<file path="config.mk">
export PLATFORM = sky130hd
export DESIGN_NAME = flash_word_writer
export DESIGN_NICKNAME = d
export VERILOG_FILES = /design/src/rtl/fww_pkg.sv /design/src/rtl/fww_pair.sv /design/src/rtl/fww_timeout.sv /design/src/rtl/fww_prog.sv /design/src/rtl/flash_word_writer.sv
export SDC_FILE = /design/constraint.sdc
export NUM_CORES = 1
export LEC_CHECK = 0
export BUFFER_PORTS_ARGS = -buffer_cell sky130_fd_sc_hd__buf_2
export CAP_MARGIN = 10
export CELL_PAD_IN_SITES_DETAIL_PLACEMENT = 0
export CELL_PAD_IN_SITES_GLOBAL_PLACEMENT = 2
export CORE_MARGIN = 8
export CORE_UTILIZATION = 34
export DETAILED_ROUTE_END_ITERATION = 12
export GPL_TIMING_DRIVEN = 0
export PLACE_DENSITY_LB_ADDON = 0.1
export SLEW_MARGIN = 10
export SYNTH_ARGS = -nofsm -noshare
export SYNTH_HDL_FRONTEND = slang
export SYNTH_SLANG_ARGS = --single-unit
export TNS_END_PERCENT = 10
</file>
<file path="constraint.sdc">
create_clock -name clk -period 4.77 [get_ports clk]
set_input_delay 0.2385 -clock clk [delete_from_list [all_inputs] [get_ports clk]]
set_output_delay 0.2385 -clock clk [all_outputs]
set_load 0.03 [all_outputs]
</file>
<file path="src/rtl/fww_pkg.sv">
// Shared constants of the flash word write controller.
// Assumes an 8-bit register bus with four offsets.
package fww_pkg;
    localparam logic [1:0] REG_CTRL    = 2'd0;
    localparam logic [1:0] REG_DATA    = 2'd1;
    localparam logic [1:0] REG_ADDR_LO = 2'd2;
    localparam logic [1:0] REG_ADDR_HI = 2'd3;
    localparam int CTRL_GO_BIT    = 0;
    localparam int CTRL_WBUSY_BIT = 1;
    localparam logic [4:0] DMA_TRIG_FLASH = 5'b10010;
endpackage

</file>
<file path="src/rtl/fww_pair.sv">
// Byte pairing: holds the first byte of a word, and on the second byte
// presents the full word for one cycle. Assumes byte_we is already gated.
module fww_pair (
    input  logic        clk,
    input  logic        rst_n,
    input  logic        clear,
    input  logic        byte_we,
    input  logic [7:0]  byte_in,
    output logic        half_held,
    output logic        word_valid,
    output logic [15:0] word_out
);
    logic [7:0] low_q;

    // Present the word when the second byte arrives.
    always_comb begin
        word_valid = byte_we && half_held && !clear;
        word_out   = {byte_in, low_q};
    end

    // Track which half comes next and store the low byte.
    always_ff @(posedge clk) begin
        if (!rst_n) begin
            half_held <= 1'b0;
            low_q     <= '0;
        end else if (clear) begin
            half_held <= 1'b0;
        end else if (byte_we) begin
            if (!half_held) low_q <= byte_in;
            half_held <= !half_held;
        end
    end
endmodule

</file>
<file path="src/rtl/fww_timeout.sv">
// Data watchdog: counts cycles while armed and flags expiry in the last
// cycle of a LIMIT-cycle window. Assumes LIMIT >= 2.
module fww_timeout #(
    parameter int LIMIT = 10000
) (
    input  logic clk,
    input  logic rst_n,
    input  logic restart,
    input  logic run,
    output logic expired
);
    localparam int CW = $clog2(LIMIT + 1);
    logic [CW-1:0] cnt_q;

    // Expiry when the window's last cycle is reached while armed.
    always_comb expired = run && !restart && (cnt_q == CW'(LIMIT - 1));

    // Count armed cycles, restarting on request.
    always_ff @(posedge clk) begin
        if (!rst_n)                 cnt_q <= '0;
        else if (restart)           cnt_q <= '0;
        else if (run && !expired)   cnt_q <= cnt_q + 1'b1;
    end
endmodule

</file>
<file path="src/rtl/fww_prog.sv">
// Program-time model: busy for CYCLES cycles after start, with a done
// pulse in the final busy cycle. Assumes start only arrives while idle.
module fww_prog #(
    parameter int CYCLES = 8
) (
    input  logic clk,
    input  logic rst_n,
    input  logic start,
    output logic busy,
    output logic done
);
    localparam int CW = $clog2(CYCLES + 1);
    logic [CW-1:0] left_q;

    // Busy while cycles remain; done on the last one.
    always_comb begin
        busy = (left_q != '0);
        done = (left_q == CW'(1));
    end

    // Load the duration on start and count it down.
    always_ff @(posedge clk) begin
        if (!rst_n)      left_q <= '0;
        else if (start)  left_q <= CW'(CYCLES);
        else if (busy)   left_q <= left_q - 1'b1;
    end
endmodule

</file>
<file path="src/rtl/flash_word_writer.sv">
// Flash word write controller: register interface, byte pairing, word
// address advance, data watchdog and DMA request. Assumes the array
// latches fl_addr/fl_data on fl_prog and needs PROG_CYCLES to finish.
module flash_word_writer #(
    parameter int CLK_HZ      = 250_000_000,
    parameter int TIMEOUT_US  = 40,
    parameter int TMO_CYCLES  = (CLK_HZ / 1_000_000) * TIMEOUT_US,
    parameter int PROG_CYCLES = 8
) (
    input  logic        clk,
    input  logic        rst_n,
    input  logic        bus_we,
    input  logic [1:0]  bus_addr,
    input  logic [7:0]  bus_wdata,
    output logic [7:0]  bus_rdata,
    output logic        fl_prog,
    output logic [15:0] fl_addr,
    output logic [15:0] fl_data,
    output logic        dma_req,
    output logic [4:0]  dma_trig
);
    import fww_pkg::*;

    logic        active;
    logic [15:0] word_addr;
    logic        word_busy, prog_done, expired;
    logic        half_held, word_valid;
    logic [15:0] word_out;
    logic        wr_ctrl, go_set, go_clr, byte_we, pair_clear;

    // Decode register writes into sequence events.
    always_comb begin
        wr_ctrl    = bus_we && (bus_addr == REG_CTRL);
        go_set     = wr_ctrl && bus_wdata[CTRL_GO_BIT];
        go_clr     = wr_ctrl && !bus_wdata[CTRL_GO_BIT] && !word_busy;
        byte_we    = bus_we && (bus_addr == REG_DATA) && active
                     && !word_busy && !expired;
        pair_clear = go_set || go_clr || expired;
    end

    fww_pair u_pair (
        .clk        (clk),
        .rst_n      (rst_n),
        .clear      (pair_clear),
        .byte_we    (byte_we),
        .byte_in    (bus_wdata),
        .half_held  (half_held),
        .word_valid (word_valid),
        .word_out   (word_out)
    );

    fww_timeout #(.LIMIT(TMO_CYCLES)) u_tmo (
        .clk     (clk),
        .rst_n   (rst_n),
        .restart (go_set || prog_done),
        .run     (active && !word_busy),
        .expired (expired)
    );

    fww_prog #(.CYCLES(PROG_CYCLES)) u_prog (
        .clk   (clk),
        .rst_n (rst_n),
        .start (word_valid),
        .busy  (word_busy),
        .done  (prog_done)
    );

    // Sequence state: start, software end, or watchdog abort.
    always_ff @(posedge clk) begin
        if (!rst_n)                  active <= 1'b0;
        else if (go_set)             active <= 1'b1;
        else if (expired || go_clr)  active <= 1'b0;
    end

    // Word address: software load while idle, advance after each word.
    always_ff @(posedge clk) begin
        if (!rst_n) begin
            word_addr <= '0;
        end else if (prog_done) begin
            word_addr <= word_addr + 1'b1;
        end else if (bus_we && !active) begin
            if (bus_addr == REG_ADDR_LO) word_addr[7:0]  <= bus_wdata;
            if (bus_addr == REG_ADDR_HI) word_addr[15:8] <= bus_wdata;
        end
    end

    // Register the program strobe and its data towards the array.
    always_ff @(posedge clk) begin
        if (!rst_n) begin
            fl_prog <= 1'b0;
            fl_data <= '0;
        end else begin
            fl_prog <= word_valid;
            if (word_valid) fl_data <= word_out;
        end
    end

    // Array address, DMA request and register readback.
    always_comb begin
        fl_addr  = word_addr;
        dma_req  = active && !word_busy && !half_held;
        dma_trig = dma_req ? DMA_TRIG_FLASH : 5'b00000;
        unique case (bus_addr)
            REG_CTRL:    bus_rdata = {6'b0, word_busy, active};
            REG_DATA:    bus_rdata = 8'h00;
            REG_ADDR_LO: bus_rdata = word_addr[7:0];
            default:     bus_rdata = word_addr[15:8];
        endcase
    end
endmodule

</file>
Yosys cells after proc, flatten, opt, wreduce, memory -nomap -nowiden
Index checks and enable logic that the tools add are counted.
{ "op_classes": {"add_sub_neg": 3, "n_eq_ne": 5, "n_mux": 10, "bitwise": 3, "reduce_logical": 40} }
{ "ops": {"columns": ["op", "n"], "rows": [
  ["$mux 16", 2],
  ["$pmux 8 s3", 1],
  ["$add 16x1->16 const B", 1],
  ["$logic_and 1x1->1", 16],
  ["$mux 8", 2],
  ["$add 14x1->14 const B", 1],
  ["$eq 14x14->1 const B", 1],
  ["$reduce_bool 2->1", 5],
  ["$mux 4", 2],
  ["$logic_not 1->1", 7],
  ["$reduce_or 2->1", 3],
  ["$mux 5", 1],
  ["$eq 2x2->1 const B", 2],
  ["$eq 4x1->1 const B", 1],
  ["$logic_or 1x1->1", 4],
  ["$reduce_and 2->1", 2],
  ["$reduce_bool 4->1", 1],
  ["$sub 4x1->4 const B", 1],
  ["$not 1->1", 3],
  ["$reduce_and 3->1", 1],
  ["$eq 2x1->1 const B", 1],
  ["$logic_not 2->1", 1],
  ["$mux 1", 2]
]} }
{ "totals": {"ff_bits": 61, "inputBits": 13, "out_inout_bits": 47, "elab_cells": 71} }

Longest topological paths before layout
{ "depth": {"depth_word": 12, "ltp_mapped": 8, "ltp_nobuf": 7} }

Modules after synthesis
Synthesis repeated with hierarchy kept, for this count alone.
{ "unflattened": {"hier_cells": 370, "area_unflattened_um2": 3213.1} }
{ "modules_own_cells": {"columns": ["module", "instances", "cells_per_inst", "area_each_um2", "seq_area_each_um2"], "rows": [
  ["flash_word_writer", 1, 215, 1821.7, 680.7],
  ["fww_timeout", 1, 83, 720.7, 280.3],
  ["fww_pair", 1, 48, 445.4, 180.2],
  ["fww_prog", 1, 24, 225.2, 80.1]
]} }

Worst setup path after synthesis
Ideal clock, no wire load.
{ "synth_path": {"path_type": "reg2out", "start": "register u_prog.left_q[0]", "end": "output dma_trig[1]", "t_arrival_ns": 1.942, "t_required_ns": 4.532, "path_slack_ns": 2.589, "stages_incl_launch_ff": 7, "path_cell_list": "dfxtp_1 > inv_1 > ha_1 > nor3b_1 > nand2_1 > nor2_1 > buf_4"} }
{ "synth_via": {"elab_chain_len": 5} }
{ "synth_lines": {"columns": ["item", "line", "rtl"], "rows": [
  ["start, declared", "fww_prog.sv:13", "logic [CW-1:0] left_q;"],
  ["start signal, assigned", "fww_prog.sv:24", "else if (start) left_q <= CW'(CYCLES);"],
  ["start signal, assigned", "fww_prog.sv:25", "else if (busy) left_q <= left_q - 1'b1;"],
  ["$reduce_bool 4->1", "fww_prog.sv:17", "busy = (left_q != '0);"],
  ["$logic_not 1->1", "flash_word_writer.sv:101", "dma_req = active && !word_busy && !half_held;"],
  ["$logic_and 1x1->1 (2 in a row)", "flash_word_writer.sv:101", null],
  ["via dma_req", "flash_word_writer.sv:19", "output logic dma_req,"],
  ["$mux 5", "flash_word_writer.sv:102", "dma_trig = dma_req ? DMA_TRIG_FLASH : 5'b00000;"],
  ["end, declared", "flash_word_writer.sv:20", "output logic [4:0] dma_trig"]
]} }
The timed path passes the listed nets, and every way through them passes these cells.

Worst setup path after layout
{ "layout_path": {"start": "register u_prog.left_q[0]", "end": "output dma_trig[4]"} }
{ "layout_via": {"elab_chain_len": 5} }
{ "layout_lines": {"columns": ["item", "line"], "rows": [
  ["$reduce_bool 4->1", "fww_prog.sv:17"],
  ["$logic_not 1->1", "flash_word_writer.sv:101"],
  ["$logic_and 1x1->1 (2 in a row)", "flash_word_writer.sv:101"],
  ["$mux 5", "flash_word_writer.sv:102"]
]} }
Every way passes these cells.

==> results.toml <==
[timing]
max_freq_ghz = 0.379
hold_violations = 0
tightest_slew_ps = 1150
finalSetupTns_ps = 0
slew_viol_final = 0
finalCritPeriodShare_pct = 55.4
max_slew_margin_pct = 23.1
postLayoutSetupSlackWorst_ps = 2130
rsz0062_at_grt = "no"
setup_violations = 0
finalClockSkew_ps = 12.3
fin_hold_ws_ps = 190
min_period_ps = 2640

[outcome]
status = "complete, no violations"

[synth]
synth.avg_cell_area_um2 = 8.29
synth_cell_type_count = 53
yosys_warnings = 0
syn_area_um2 = 3020
synth_edf_count = 0
synth_seq_cells = 61
synthFlopType = "dfxtp_1"
yosysSeqAreaShare_pct = 40.4
synthCells = 365
async_flop_share_pct = 0

[grt]
grt_pass1_vias = 2747
grt_pass1_wl_um = 14600
globalRouteTotalUtil_pct = 15.4
grt_overflow = 0
antenna_found_initial = 0
grt_max_degree = 13

[placement]
place_area_um2 = 3450
pre_cts_slack_ps = 2330
gp_congestion = 0.812
dpl.hpwl_um = 6720
portBuffers = 56

[cts]
cts_buffers = 9
post_cts_buffers = 0
path_clk_slew_ps = 70
cts-root-buf = "clkbuf_8"
clkSinkCount = 61
postCtsHoldBufs = 0
clk_latency_ps = 340
clockBufferDepth = 2
htree_levels = 3
cts_tree = "yes"
cts_resized = 0

[setup_path]
cp-start-kind = "register"
critPathKind = "reg -> out"
end_kind = "output port"
crit_path_max_fanout = 7
worst_ep_required_time_ps = 4530
arrival_ps = 2400

[die]
ios = 60
initial_core_util_pct = 34.8
rows = 34
core-area_um2 = 8680
die_h_um = 110
die_area_um2 = 12200
die_w_um = 110

[power]
power_per_cell_area_nw_per_um2 = 378
ir_worst_vdd_uv = 98.4
p_leak_nw = 1.45

[cells_and_area]
fillers = 939
diodes = 0
ff_latch_area_um2 = 1220
drive_above_1_share_pct = 21.9
multi_input_area_um2 = 1670
design_area_um2 = 3650
final_nets = 452
syn2layout_area_growth_pct = 20.7

[routing]
wirelength_um = 8970
num_vias = 2866
wl_per_cell_um = 16.4
final_antenna_net_count = 0
drc = 0
drt-initial-drc-count = 97
first_pass_iters = 4
routed_via_density = 5.24

[min_path]
hp-class = "in -> reg"

[job]
cap_violations = 0
==> cell families after synthesis <==
group	synth area share (%)
fa+ha+maj	2.07
compound gates	17.9
flops	40.4
simple gates	27.9
mux	4.14
other cells	0.124
xor+xnor	2.61
buf+inv	4.88
==> final timing paths <==
path                               endpoint  slack, ps  depth (start not counted)              from
worst max-delay path            dma_trig[4]       2130                          7  u_prog.left_q[0]
worst max register to register  fl_data[10]       2340                          8  u_prog.left_q[0]
worst min-delay path             fl_data[9]        190                          3      bus_wdata[1]
worst min register to register  fl_data[15]        460                          2       fl_data[15]
==> Yosys cell counts, drive strengths merged (2+ instances only) <==
| cell | count | area share, % |
|---|---|---|
| a221oi | 2 | 0.58 |
| xnor2 | 6 | 1.7 |
| o31ai | 2 | 0.50 |
| or3 | 7 | 1.4 |
| and2 | 2 | 0.41 |
| nor2b | 7 | 1.4 |
| and3 | 7 | 1.4 |
| xor2 | 3 | 0.87 |
| a31oi | 2 | 0.41 |
| nor4 | 3 | 0.62 |
| mux2 | 4 | 1.5 |
| nor3b | 3 | 0.74 |
| ha | 5 | 2.1 |
| nand2b | 2 | 0.41 |
| nand3 | 37 | 6.1 |
| mux2i | 8 | 2.6 |
| nor2 | 27 | 3.4 |
| a211oi | 8 | 2.2 |
| nand4 | 8 | 1.7 |
| and4 | 3 | 0.95 |
| buf | 13 | 3.1 |
| inv | 6 | 0.74 |
| a22o | 2 | 0.58 |
| a21oi | 11 | 1.8 |
| clkbuf | 8 | 0.99 |
| o21a | 3 | 0.74 |
| a311oi | 4 | 1.2 |
| nor3 | 11 | 1.8 |
| o21ai | 39 | 6.5 |
| nand2 | 44 | 5.5 |
| dfxtp | 61 | 40 |
| a2bb2oi | 2 | 0.58 |
==> per-stage QoR <==
step	utilization, %	total power, mW	instances
4_1_cts	42.1	1.40	547
6_report	42.1	1.38	547
2_1_floorplan	-	0.829	367
5_1_grt	42.1	1.48	547
3_5_place_dp	39.8	0.930	531
3_3_place_gp	39.7	0.929	531
==> state kept, by name (all words and copies together) (netlist names) <==
signal            count
fl_addr              16
fl_prog               1
fl_data              16
u_tmo.cnt_q          14
active                1
u_prog.left_q         4
u_pair.half_held      1
u_pair.low_q          8
==> final cells by class <==
type | instances | share of cell area (%)
multi-input combinational | 279 | 45.7
sequential | 61 | 33.4
timing repair buffer | 56 | 7.68
tap | 108 | 3.70
buffer | 21 | 3.43
clock buffer | 9 | 3.39
clock inverter | 7 | 2.02
inverter | 6 | 0.617
==> report_power, final <==
group          total (mW)  internal (mW)  switching [mW]
combinational       0.329          0.120           0.209
clock               0.466          0.243           0.223
sequential          0.584          0.541          0.0424
==> metal layers <==
layer / wire length [um] / part of all wire, % / global-route usage [%] / up-vias
li1: - / - / - / 1459
met1: 4520 / 50 / 21.8 / 1327
met2: 3810 / 42 / 22.3 / 66
met3: 511 / 5.7 / 2.85 / 14
met4: 127 / 1.4 / 6.47 / 0
met5: 0 / 0 / 0 / -
==> critical path: stages (launching register included) <==
cell and delay [ps]:
dfxtp_1 330, inv_1 110, ha_1 220, nor3b_1 420, nand2_1 320, nor2_1 320, buf_4 160, buf_2 180
==> placed cells by master, fill, tap and decap left out, drive strengths merged, types with 8 or more instances in the layout <==
cell | Yosys | layout
buf | 13 | 69
dfxtp | 61 | 61
nand2 | 44 | 44
o21ai | 39 | 39
nand3 | 37 | 37
nor2 | 27 | 27
clkbuf | 8 | 17
nor3 | 11 | 11
a21oi | 11 | 11
mux2i | 8 | 8
nand4 | 8 | 8
a211oi | 8 | 8
(Power assumes the default switching activity.)
